==> src/rtl/smbto_pkg.sv <==
package smbto_pkg;

  localparam int unsigned CH_SDA = 0;
  localparam int unsigned CH_SCL = 1;
  localparam int unsigned NCH    = 2;

  // Cycles in the timeout window; never below 2 so the counter is meaningful.
  function automatic int unsigned tmo_limit(int unsigned clk_hz, int unsigned ms);
    longint unsigned t;
    t = (longint'(clk_hz) * longint'(ms)) / 64'd1000;
    if (t < 64'd2) t = 64'd2;
    return int'(t);
  endfunction

  // Counter width able to hold LIMIT-1.
  function automatic int unsigned cnt_width(int unsigned lim);
    return (lim < 2) ? 1 : $clog2(lim);
  endfunction

endpackage

==> src/rtl/smbto_line_chan.sv <==
module smbto_line_chan #(
  parameter int unsigned LIMIT = 20,
  parameter int unsigned CW    = 5
) (
  input  logic          clk,
  input  logic          rst_n,
  input  logic          line_i,
  input  logic          en_i,
  input  logic          active_i,
  input  logic          clear_i,
  output logic          hit_o,
  output logic [CW-1:0] cnt_o
);

  logic          line_q;
  logic          line_moved;
  logic          counting;
  logic [CW-1:0] cnt_q;

  // Previous sample of the line; an idle bus is high.
  always_ff @(posedge clk or negedge rst_n) begin
    if (!rst_n) line_q <= 1'b1;
    else        line_q <= line_i;
  end

  assign line_moved = line_i ^ line_q;
  assign counting   = en_i && active_i && !line_i && !line_moved && !clear_i;
  assign hit_o      = counting && (cnt_q == CW'(LIMIT - 1));

  always_ff @(posedge clk or negedge rst_n) begin
    if (!rst_n)                cnt_q <= '0;
    else if (!counting || hit_o) cnt_q <= '0;
    else                       cnt_q <= cnt_q + 1'b1;
  end

  assign cnt_o = cnt_q;

endmodule

==> src/rtl/smbto_pulse_merge.sv <==
module smbto_pulse_merge #(
  parameter int unsigned NCH = 2
) (
  input  logic           clk,
  input  logic           rst_n,
  input  logic [NCH-1:0] hit_i,
  output logic           pulse_o
);

  always_ff @(posedge clk or negedge rst_n) begin
    if (!rst_n) pulse_o <= 1'b0;
    else        pulse_o <= |hit_i;
  end

endmodule

==> src/rtl/smb_stall_watchdog.sv <==
module smb_stall_watchdog
  import smbto_pkg::*;
#(
  parameter int unsigned CLK_HZ = 50_000_000,
  parameter int unsigned TMO_MS = 25
) (
  input  logic clk,
  input  logic rst_n,
  input  logic scl_s,
  input  logic sda_s,
  input  logic sda_to_en,
  input  logic scl_to_en,
  input  logic xfer_active,
  output logic tmo_pulse
);

  localparam int unsigned LIMIT = tmo_limit(CLK_HZ, TMO_MS);
  localparam int unsigned CW    = cnt_width(LIMIT);

  logic [NCH-1:0] line_w;
  logic [NCH-1:0] en_w;
  logic [NCH-1:0] hit_w;
  logic [CW-1:0]  cnt_w [NCH];

  // Named internal events for the checker.
  logic          sda_hit;
  logic          scl_hit;
  logic [CW-1:0] sda_cnt;
  logic [CW-1:0] scl_cnt;

  assign line_w[CH_SDA] = sda_s;
  assign line_w[CH_SCL] = scl_s;
  assign en_w[CH_SDA]   = sda_to_en;
  assign en_w[CH_SCL]   = scl_to_en;

  for (genvar g = 0; g < NCH; g++) begin : g_chan
    smbto_line_chan #(
      .LIMIT (LIMIT),
      .CW    (CW)
    ) chan_i (
      .clk      (clk),
      .rst_n    (rst_n),
      .line_i   (line_w[g]),
      .en_i     (en_w[g]),
      .active_i (xfer_active),
      .clear_i  (tmo_pulse),
      .hit_o    (hit_w[g]),
      .cnt_o    (cnt_w[g])
    );
  end

  smbto_pulse_merge #(.NCH(NCH)) merge_i (
    .clk     (clk),
    .rst_n   (rst_n),
    .hit_i   (hit_w),
    .pulse_o (tmo_pulse)
  );

  assign sda_hit = hit_w[CH_SDA];
  assign scl_hit = hit_w[CH_SCL];
  assign sda_cnt = cnt_w[CH_SDA];
  assign scl_cnt = cnt_w[CH_SCL];

endmodule

==> config.mk <==
export PLATFORM = sky130hd
export DESIGN_NAME = smb_stall_watchdog
export DESIGN_NICKNAME = d
export VERILOG_FILES = /design/src/rtl/smbto_pkg.sv /design/src/rtl/smbto_line_chan.sv /design/src/rtl/smbto_pulse_merge.sv /design/src/rtl/smb_stall_watchdog.sv
export SDC_FILE = /design/constraint.sdc
export NUM_CORES = 1
export LEC_CHECK = 0
export BUFFER_PORTS_ARGS = -buffer_cell sky130_fd_sc_hd__buf_2
export CAP_MARGIN = 20
export CORE_ASPECT_RATIO = 0.5
export CORE_UTILIZATION = 29
export DETAILED_ROUTE_END_ITERATION = 7
export PLACE_DENSITY_LB_ADDON = 0.15
export SLEW_MARGIN = 20
export SYNTH_ARGS = -nofsm -noshare
export SYNTH_HDL_FRONTEND = slang
export SYNTH_SLANG_ARGS = --single-unit
==> constraint.sdc <==
create_clock -name clk -period 2.42 [get_ports clk]
set_input_delay 0.121 -clock clk [delete_from_list [all_inputs] [get_ports clk]]
set_output_delay 0.121 -clock clk [all_outputs]
set_load 0.02 [all_outputs]
# After elaboration in Yosys (flattened, before gate mapping)
# Index checks and enable logic that the tools add are counted.
[totals] ff_bits=45 input_bits=7 out_inout_bits=1 word_cells=33
[classes] add_sub_neg=2 n_eq_ne=2 muxes=2 n_bitwise=2 n_reduce_logical=20
[op_table] operator="adder 21 x 1 -> 21 bit (second input constant)" n=2
[op_table] operator="equality test 21 bit (second input constant)" n=2
[op_table] operator="2-to-1 mux 21 bit" n=2
[op_table] operator="logical AND 1 bit" n=10
[op_table] operator="logical NOT 1 bit" n=7
[op_table] operator="logical OR 1 bit" n=2
[op_table] operator="OR reduction 2 bit" n=1
[op_table] operator="XOR 1 bit" n=2

# Depth between registers and ports, before layout
[logic_depth] word_depth=7 mapped_depth=6 ltp_nobuf=5

# Hierarchy
# A second synthesis with hierarchy kept.
[hier_totals] cells_unflattened=232 area_unflattened_um2=2302.2
[modules_own_cells] module="smbto_line_chan (g_chan[0].chan_i)" n_inst=1 cells_each=113 area_each_um2=1142.3 seq_area_each_um2=551.8
[modules_own_cells] module="smbto_line_chan (g_chan[1].chan_i)" n_inst=1 cells_each=117 area_each_um2=1128.6 seq_area_each_um2=551.8
[modules_own_cells] module="smbto_pulse_merge" n_inst=1 cells_each=2 area_each_um2=31.3 seq_area_each_um2=25.0

# Worst setup path after synthesis
# Ideal clock, no wire load.
[synth_timing] path_type="register -> register" start="reg g_chan[0].chan_i.cnt_q[0]" end="reg g_chan[0].chan_i.cnt_q[10]" setup_time_ns=0.119 arrival_ns=1.792 required_ns=2.301 path_slack_ns=0.509 stages_incl_launch_ff=7 n_path_buf=1 synth_period_minus_slack_ns=1.911 path_cell_list="dfrtp_1 ha_1 nand3_2 or4_4 o21ai_4 buf_12 nor2_2"
[synth_between] elab_chain_len=4 elab_cells_between_ends=5 classes_between="1 x add/sub; 1 x eq/ne; 1 x mux; 2 x reduce/logical"
[synth_rtl] element="start, declared" line_no="smbto_line_chan.sv:18" source="logic [CW-1:0] cnt_q;"
[synth_rtl] element="start signal, assigned" line_no="smbto_line_chan.sv:33" source="else cnt_q <= cnt_q + 1'b1;"
[synth_rtl] element="branches (longest 3 deep; another with adder 21 x 1 -> 21 bit)"
[synth_rtl] element="2-to-1 mux 21 bit *" line_no="smbto_line_chan.sv:32" source="else if (!counting || hit_o) cnt_q <= '0;"
# Every way passes the cells marked *.

# Worst setup path in the final report
[layout_timing] start="reg g_chan[0].chan_i.cnt_q[0]" end="reg g_chan[0].chan_i.cnt_q[3]"
# Same word-level chain as after synthesis.

==> impl_summary.txt <==
----------------------------------------------------
[Outcome]
  Outcome ... finished, final reports clean

[Drt]
  Wire length per cell ... 12.5 um
  Drt initial violations ... 46
  DRT met1 WL ... about 2.2 mm
  Max layer used ... met4
  Met3 Routed Length ... 80 um
  Total number of vias ... 1674
  Length of routed met2 wiring ... 2.07 mm
  Routed wire length ... 4.44 mm
  Length of the first detailed-routing pass in iterations ... 4
  Final antenna-violating net count ... 0
  Via density per instance ... ~4.7
  Drt drc ... 0

[Clocking]
  CTS sink cnt ... 45
  TritonCTS Buffers ... 5
  Root cell of the clock tree ... sky130_fd_sc_hd__clkbuf_16
  Clock latency of the later-clocked register in the worst-skew pair ... 280 ps
  Bufs on Longest Clock Path ... 2
  Number of buffers added to fix hold violations after cts ... 2
  CTS clock-pin slew for the worst setup and hold paths ... 70 ps
  Cts repair resizes ... 0
  Setup Buffers After CTS ... 0
  H-tree depth ... 2
  Clock tree from TritonCTS ... yes

[Timing]
  Fin crit share ... 0.848
  Final Critical Period ... 2050 ps
  Clk_skew ... 7.39 ps
  Final hold violation count ... 0
  Headroom to the max-slew limit ... 0.550
  Unrepaired setup endpoints after global routing ... no
  Fmax ... around 490 MHz
  Sum of negative setup slack ... 0 ps
  Slew at the pin closest to its max-slew limit ... 668 ps
  Final number of setup-violating endpoints ... 0
  Number of max-slew violations in the final report ... 0

[Placement]
  Post-placement cell count ... 344
  RD Place Congestion ... 0.758
  Port Buffers ... 7
  Post-detailed-placement half-perimeter wirelength ... 3.07 mm

[Layout]
  Nets ... between 200 and 300
  Growth of design area from synthesis to finish ... 15.5%
  Antenna diodes ... 0
  Share of post-route cells with drive strength above 1 ... 0.158
  # fillers ... 755
  Count of non-filler cells in the finished layout ... about 360

[Floorplan]
  Chip Height ... about 65 um
  Die W ... about 130 um
  Placeable Area ... between 7000 and 8000 sq um
  Number of cell rows ... 22
  Initial core utilization ... 0.307
  Total die area ... between 8000 and 9000 sq um
  Count of boundary I/O pins ... 8

[Yosys]
  Most repeated cell in the gate-level netlist after synthesis ... sky130_fd_sc_hd__dfrtp_1
  Post-synthesis register bit count ... between 40 and 50
  Leading register cell type out of synthesis ... sky130_fd_sc_hd__dfrtp_1
  Instance count of the mapped netlist ... 231
  Count of flip-flops with a built-in enable after synthesis ... 0
  Top cells by area, synth ... sky130_fd_sc_hd__dfrtp_1 (47%), sky130_fd_sc_hd__xnor2_1 (8.7%), sky130_fd_sc_hd__nor2_1 (4.7%)
  Yosys warnings ... 0
  Count of unique library cells instantiated by Yosys ... 38
  Syn_nets ... 240
  Leading cell types by count after synthesis ... sky130_fd_sc_hd__dfrtp_1 (43), sky130_fd_sc_hd__nor2_1 (29), sky130_fd_sc_hd__xnor2_1 (23)
  Most area-hungry cell type in the Yosys netlist ... sky130_fd_sc_hd__dfrtp_1
  Post-synthesis area per instance ... 9.99 sq um
  Post-Syn Area ... 2310 sq um
  Share of the synthesized area in the top cell type ... 0.466
  FFs w/ async S/R, synth ... 1.00
  Sequential-to-total area share from yosys stat ... 0.489

[Critical path]
  Crit path arrival time ... 2220 ps
  Slowest cell on the critical path ... sky130_fd_sc_hd__or4_4
  Maximum cell stage delay along the critical path ... 600 ps
  Required time of the critical path ... 2580 ps
  CP Capture Type ... register
  Capturing point of the worst reg2reg path ... g_chan[0].chan_i.cnt_o[3]
  R2R depth ... 6
  Ordered list of cells on the worst path ... ha_1 -> nand3_2 -> or4_4 -> o21ai_4 -> buf_4 -> nor2_1
  Launch instance of the worst register-to-register path ... g_chan[0].chan_i.cnt_o[0]
  Setup slack on the worst flop-to-flop path ... 370 ps
  Startpoint class of the critical path ... register
  Largest fanout on the critical path ... 19
  Classification of the worst setup path ... reg2reg

[Global route]
  Vias in the first global route ... between 1500 and 2000
  Initial antenna violation count ... 0
  GRT overflow ... 0
  Global Route Usage Sum ... 0.124
  Pin count of the biggest net entering global routing ... 46
  Wire length of the first global-routing pass ... 8.15 mm

[Power]
  Peak VDD IR ... 0.245 mV
  Pwr/cell area ... slightly below 600 nW/um^2
  Leakage power ... 0.932 nW

[Hold path]
  End of the worst hold path ... g_chan[0].chan_i.cnt_o[17]
  Startpoint of the lowest-slack hold path ... sda_to_en
  Number of instances on the worst hold path ... 4
  Kind of path behind the tightest hold check ... in2reg

[Run]
  Max-cap viol count ... 0

----------------------------------------------------
-- routing by layer --
layer,up-vias,global-route usage
met5,-,0
met4,0,0.0309
met3,5,0.0273
met2,7,0.219
met1,819,0.154
li1,843,-
-- stage by stage --
stage / util / total power [mW] / hold slack (ps) / worst slack (ps) / instance area [sq um]
after floorplan: - / 0.783 / -175 / 509 / 2310
after global placement: 0.328 / 0.805 / 237 / 414 / 2470
after detailed placement: 0.328 / 0.806 / 245 / 354 / 2470
after CTS: 0.353 / 1.57 / 57.0 / 341 / 2650
after global routing: 0.354 / 1.61 / 302 / 213 / 2660
final: 0.354 / 1.55 / 282 / 368 / 2660
-- cell families after synthesis --
| family | count (synthesis) | synth area share |
|---|---|---|
| xor gates and xnor gates | 28 | 0.106 |
| and+or+nand+nor | 119 | 0.302 |
| AOI/OAI and AO/OA | 21 | 0.0526 |
| buffers and inverters | 14 | 0.0304 |
| DFF | 45 | 0.489 |
| adders and majority gates | 2 | 0.0108 |
| muxes | 2 | 0.00868 |
-- critical path, delay by kind of cell (launching register included) --
kind	cells	cell delay, ps
AOI/OAI and AO/OA	1	140
buffers and inverters	1	280
DFF	1	400
adders and majority gates	1	220
and+or+nand+nor	3	880
-- power by group --
| part | switching (mW) | internal, mW |
|---|---|---|
| Clock | 0.275 | 0.486 |
| Combinational | 0.0247 | 0.0113 |
| Sequential | 0.00167 | 0.756 |
| Total | 0.301 | 1.25 |
-- cell type report --
| type | instances | area [sq um] | area share |
|---|---|---|---|
| Clock buffer | 6 | 129 | 0.0484 |
| Clock inverter | 2 | 35.0 | 0.0132 |
| Inverter | 8 | 30.0 | 0.0113 |
| Multi-Input combinational cell | 172 | 1110 | 0.416 |
| Sequential cell | 45 | 1130 | 0.424 |
| Tap cell | 108 | 135 | 0.0507 |
| Timing Repair Buffer | 14 | 97.6 | 0.0366 |
-- flip-flops by register name, summed over array words and instances, names as in the netlist --
name                  cells
g_chan.chan_i.line_q      2
g_chan.chan_i.cnt_o      42
merge_i.pulse_o           1
-- how the worst max path moves through the flow --
stage | startpoint | depth (start not counted) | end
after floorplan | g_chan[0].chan_i.cnt_o[0] | 6 | g_chan[0].chan_i.cnt_o[10]
after global placement | g_chan[0].chan_i.cnt_o[0] | 6 | g_chan[0].chan_i.cnt_o[4]
after detailed placement | g_chan[0].chan_i.cnt_o[0] | 6 | g_chan[0].chan_i.cnt_o[3]
after CTS | g_chan[0].chan_i.cnt_o[0] | 6 | g_chan[0].chan_i.cnt_o[3]
after global routing | g_chan[0].chan_i.cnt_o[0] | 6 | g_chan[0].chan_i.cnt_o[3]
final | g_chan[0].chan_i.cnt_o[0] | 6 | g_chan[0].chan_i.cnt_o[3]
-- layout by cell type, fill, tap and decap left out, types with 9 or more instances in the layout --
cell and count:
sky130_fd_sc_hd__nor3_1 10, sky130_fd_sc_hd__nand2_1 11, sky130_fd_sc_hd__nor2_2 10, sky130_fd_sc_hd__o21ai_0 9, sky130_fd_sc_hd__nand3_1 11, sky130_fd_sc_hd__xnor2_1 23
sky130_fd_sc_hd__nor2_1 29, sky130_fd_sc_hd__dfrtp_1 43, sky130_fd_sc_hd__nand4_1 10
Power figures use the tool's default switching activity.
